### src/rtl/regwr_port.sv
module regwr_port #(
  parameter int AW = 32,
  parameter int DW = 32,
  parameter int RAW = 18,
  parameter int PW = 8,
  parameter logic [(1<<PW)-1:0] PIPE_NODATA = ({{((1<<PW)-1){1'b0}}, 1'b1} << 8'h84)
                                            | ({{((1<<PW)-1){1'b0}}, 1'b1} << 8'h86)
) (
  input  logic           clk,
  input  logic           rst_n,
  input  logic           cmd_valid,
  input  logic [1:0]     cmd_dest,
  input  logic [AW-1:0]  cmd_wdata,
  output logic           busy,
  output logic [RAW-1:0] prot_addr,
  input  logic           prot_ok,
  output logic           fault,
  output logic           reg_valid,
  input  logic           reg_ready,
  output logic [RAW-1:0] reg_addr,
  output logic [DW-1:0]  reg_data,
  output logic           pipe_valid,
  input  logic           pipe_ready,
  output logic [PW-1:0]  pipe_sel,
  output logic           pipe_nodata,
  output logic [DW-1:0]  pipe_data
);
  localparam logic [1:0] D_RAW  = 2'd0;
  localparam logic [1:0] D_CHK  = 2'd1;
  localparam logic [1:0] D_DATA = 2'd2;
  localparam int SEL_LSB = AW - PW;

  logic [RAW-1:0] low_q;
  logic           noinc_q;
  logic [PW-1:0]  sel_q;
  logic           blocked_q;

  wire           take     = cmd_valid && !busy;
  wire           is_load  = (cmd_dest == D_RAW) || (cmd_dest == D_CHK);
  wire           chk_fail = (cmd_dest == D_CHK) && !prot_ok;
  wire [PW-1:0]  new_sel  = cmd_wdata[AW-1:SEL_LSB];
  wire           load_go  = take && is_load;
  wire           data_go  = take && (cmd_dest == D_DATA) && !blocked_q;
  wire           reg_go   = data_go && (sel_q == '0);
  wire           pdat_go  = data_go && (sel_q != '0);
  wire           pnd_go   = load_go && !chk_fail && (new_sel != '0) && PIPE_NODATA[new_sel];

  assign busy      = (reg_valid && !reg_ready) || (pipe_valid && !pipe_ready);
  assign prot_addr = cmd_wdata[RAW-1:0];

  always_ff @(posedge clk) begin
    if (!rst_n) begin
      low_q     <= '0;
      noinc_q   <= 1'b0;
      sel_q     <= '0;
      blocked_q <= 1'b0;
      fault     <= 1'b0;
    end else begin
      if (load_go) begin
        low_q     <= cmd_wdata[RAW-1:0];
        noinc_q   <= cmd_wdata[RAW];
        sel_q     <= new_sel;
        blocked_q <= chk_fail;
        if (chk_fail) fault <= 1'b1;
      end else if (reg_go && !noinc_q) begin
        low_q <= low_q + 1'b1;
      end
    end
  end

  always_ff @(posedge clk) begin
    if (!rst_n) begin
      reg_valid <= 1'b0;
      reg_addr  <= '0;
      reg_data  <= '0;
    end else if (reg_go) begin
      reg_valid <= 1'b1;
      reg_addr  <= low_q;
      reg_data  <= cmd_wdata;
    end else if (reg_ready) begin
      reg_valid <= 1'b0;
    end
  end

  always_ff @(posedge clk) begin
    if (!rst_n) begin
      pipe_valid  <= 1'b0;
      pipe_sel    <= '0;
      pipe_nodata <= 1'b0;
      pipe_data   <= '0;
    end else if (pdat_go || pnd_go) begin
      pipe_valid  <= 1'b1;
      pipe_sel    <= pnd_go ? new_sel : sel_q;
      pipe_nodata <= pnd_go;
      pipe_data   <= pnd_go ? '0 : cmd_wdata;
    end else if (pipe_ready) begin
      pipe_valid <= 1'b0;
    end
  end

  AST_REG_HOLD: assert property (@(posedge clk) disable iff (!rst_n)
    reg_valid && !reg_ready |=> reg_valid && $stable(reg_addr) && $stable(reg_data));
  AST_PIPE_HOLD: assert property (@(posedge clk) disable iff (!rst_n)
    pipe_valid && !pipe_ready |=> pipe_valid && $stable(pipe_sel) && $stable(pipe_data) && $stable(pipe_nodata));
  AST_FAULT_STICKY: assert property (@(posedge clk) disable iff (!rst_n)
    fault |=> fault);
  AST_ONE_REQ: assert property (@(posedge clk) disable iff (!rst_n)
    $onehot0({reg_valid, pipe_valid}));
  AST_PIPE_SEL_NZ: assert property (@(posedge clk) disable iff (!rst_n)
    pipe_valid |-> pipe_sel != '0);
  AST_BUSY_IGNORED: assert property (@(posedge clk) disable iff (!rst_n)
    busy |=> $stable(low_q) && $stable(sel_q) && $stable(noinc_q));
  AST_NODATA_ZERO: assert property (@(posedge clk) disable iff (!rst_n)
    pipe_valid && pipe_nodata |-> pipe_data == '0);
endmodule

### config.mk
export PLATFORM = sky130hd
export DESIGN_NAME = regwr_port
export DESIGN_NICKNAME = d
export VERILOG_FILES = /design/src/rtl/regwr_port.sv
export SDC_FILE = /design/constraint.sdc
export NUM_CORES = 1
export LEC_CHECK = 0
export ABC_AREA = 0
export BUFFER_PORTS_ARGS = -buffer_cell sky130_fd_sc_hd__buf_2
export CORE_ASPECT_RATIO = 0.5
export CORE_MARGIN = 1.5
export CORE_UTILIZATION = 25
export DETAILED_ROUTE_END_ITERATION = 8
export PLACE_DENSITY = 0.49
export SYNTH_ARGS = -nofsm -noshare
export SYNTH_HDL_FRONTEND = slang
export SYNTH_SLANG_ARGS = --single-unit
export TNS_END_PERCENT = 1
### constraint.sdc
create_clock -name clk -period 2.24 [get_ports clk]
set_clock_uncertainty 0.15 [all_clocks]
set_input_delay 0.672 -clock clk [delete_from_list [all_inputs] [get_ports clk]]
set_output_delay 0.672 -clock clk [all_outputs]
set_load 0.05 [all_outputs]
==> flow_summary.json <==
{
  "drive_gt1_share_pct": 31.9,
  "synth-edff-count": 0,
  "fin_crit_sh_pct": 97.1,
  "drc": 0,
  "insertion_delay_ns": 0.41,
  "hold_ws_ns": 0.300,
  "crit_path_end": "busy",
  "first_global_vias": 4536,
  "ys_seq_area_share_pct": 50.2,
  "cts.sinks": 122,
  "syn_area_um2": 4870,
  "p_leak_nw": 2.82,
  "preCtsSetupSlack_ns": -0.152,
  "drt_iter0_markers": 209,
  "hold_viol_final": 0,
  "power.density_nw_per_um2": 889,
  "path_clk_slew_ns": 0.06,
  "root_buffer": "clkbuf_16",
  "ys.warnings.count": 0,
  "synthFlopType": "dfxtp_1",
  "synth_top_area_share_pct": 50.2,
  "post_cts_buffers": 0,
  "cts_buffer_depth": 2,
  "async_reset_ff_share_pct": 0,
  "place.gp.congestion": 0.811,
  "die_h_um": 102,
  "grt.total_usage_pct": 16.3,
  "ff2ff_path_depth": 5,
  "crit_path_max_fanout": 7,
  "cp-start-kind": "input port",
  "end_kind": "primary output",
  "worst_slack_ns": 0.0657,
  "wl_mm": 16.4,
  "io_pins": 153,
  "initial_core_util_pct": 26.0,
  "dpl_cell_area_um2": 6190,
  "rows": 35,
  "path_class": "input port to primary output",
  "ctsHoldBuffers": 0,
  "drv_slew": 0,
  "cap_violations": 0,
  "area.growth.synth_to_final_pct": 40.8,
  "synthTopCellsByArea": "dfxtp_1, nand2_1, a21oi_1",
  "critPathLaunch": "reg_ready",
  "diodes": 0,
  "finalSetupViolCount": 0,
  "antenna_left": 0,
  "gr-total-overflow": 0,
  "syn_nets": 660,
  "crit_arrival_ns": 1.35,
  "r2r-start": "sel_q[3]",
  "synth_area_per_cell_um2": 7.86,
  "io_buffers": 152,
  "final_area_um2": 6860,
  "drtPass1Iterations": 4,
  "cts_buffers": 17,
  "grt_pass1_wl_mm": 25.6,
  "vias": 4814,
  "required_ns": 1.42,
  "placeableCoreArea_um2": 18700,
  "nets": 827,
  "dieArea_um2": 20400,
  "hpwlAfterDp_mm": 12.2,
  "period_needed_ns": 2.17,
  "routedWlPerCell_um": 15.5,
  "rr_endpoint": "low_q[14]",
  "yosys.area.top_type": "dfxtp_1",
  "ir_drop_mv": 0.466,
  "die_width_um": 200,
  "synthCells": 619,
  "setup-tns-final_ns": 0,
  "antenna_found_initial": 0,
  "synth_seq_cells": 122,
  "yosysUniqueCellTypes": 44,
  "grt_max_degree": 41,
  "htreeDepth": 4,
  "relSlewSlack_pct": 75.7,
  "min_from": "reg_addr[5]",
  "worstHoldPathType": "flop to flop",
  "cts_tree": "built",
  "final_util_pct": 36.6,
  "status": "completed",
  "worst_pin_slew_ns": 0.362,
  "avgViaCountPerCell": 4.55,
  "fmax_mhz": 460,
  "ff2ff_setup_slack_ns": 0.08
}
[placed cells by master (no fill, tap or decap), drive strengths merged, types with 5 or more instances in the layout]
cell / n
clkinv: 5
clkbuf: 19
bufinv: 5
dfxtp: 122
inv: 7
o21ai: 19
nor2: 15
nand2: 209
a21oi: 105
or3: 5
nand4: 7
buf: 206
nor4: 6
nor3: 5
xnor2: 6
a31oi: 9
nand3: 11
[cell type report]
class / instances / area (µm²)
timing repair buffer: 206 / 1270
sequential: 122 / 2440
fill: 2020 / 11900
clock inverter: 13 / 215
inverter: 5 / 18.8
clock buffer: 19 / 443
tap: 259 / 324
multi-input combinational: 434 / 2150
[cell families after synthesis]
kind of cell | after synthesis | synth area share, %
simple gates | 279 | 25.6
compound gates | 146 | 16.1
flops | 122 | 50.2
buf+inv | 63 | 6.35
xor+xnor | 8 | 1.44
fa+ha+maj | 1 | 0.257
[per-layer routing]
metal | global-route usage [%] | vias to the layer above | wire, µm
met5 | 0 | - | 0
met4 | 4.51 | 0 | 120
met3 | 3.96 | 11 | 648
met2 | 24.6 | 92 | 7100
met1 | 23.1 | 2303 | 8540
li1 | - | 2408 | -
[per-stage QoR]
stage | instances | power (W)
global placement | 1026 | 0.00306
global route | 1058 | 0.00633
detailed placement | 1026 | 0.00306
CTS | 1058 | 0.00616
floorplan | 619 | 0.00279
finish | 1058 | 0.00609
[how the worst min path moves through the flow]
stage,depth (start not counted),to
4_1_cts,2,pipe_data[13]
6_report,2,reg_addr[5]
2_1_floorplan,2,reg_addr[12]
3_3_place_gp,2,pipe_data[7]
3_5_place_dp,2,reg_data[1]
5_1_grt,2,reg_addr[3]
[Yosys cell counts, drive strengths merged (5+ instances only)]
master  number
nor3         5
nand2      209
xnor2        6
nand4        7
buf         25
a21oi      105
nor4         6
nand3       11
o21ai       19
nor2        15
or3          5
clkbuf      33
dfxtp      122
inv          5
a31oi        9
[repair_timing]
action,4_1_cts,5_1_grt
endpoints found under the hold margin,0,0
setup endpoints to repair,0,3
resized for setup,0,2
[state kept, by name, summed over array words and instances, names as in the netlist]
name         count
sel_q            8
fault            1
blocked_q        1
reg_data        32
noinc_q          1
reg_valid        1
pipe_sel         8
pipe_valid       1
low_q           18
pipe_data       32
pipe_nodata      1
reg_addr        18
[power by group]
| group | internal (W) | switching, W | total [W] |
|---|---|---|---|
| clock network | 0.00202 | 0.00106 | 0.00308 |
| registers | 0.00224 | 0.0000547 | 0.00230 |
| logic | 0.000220 | 0.000496 | 0.000716 |
| total | 0.00448 | 0.00161 | 0.00609 |
[worst max-delay path, cell delays in order]
cell and delay, ns:
buf_2 0.09, nand2b_2 0.24, nand2_1 0.09, buf_2 0.25
No activity file was read; power rests on OpenSTA's default activity.
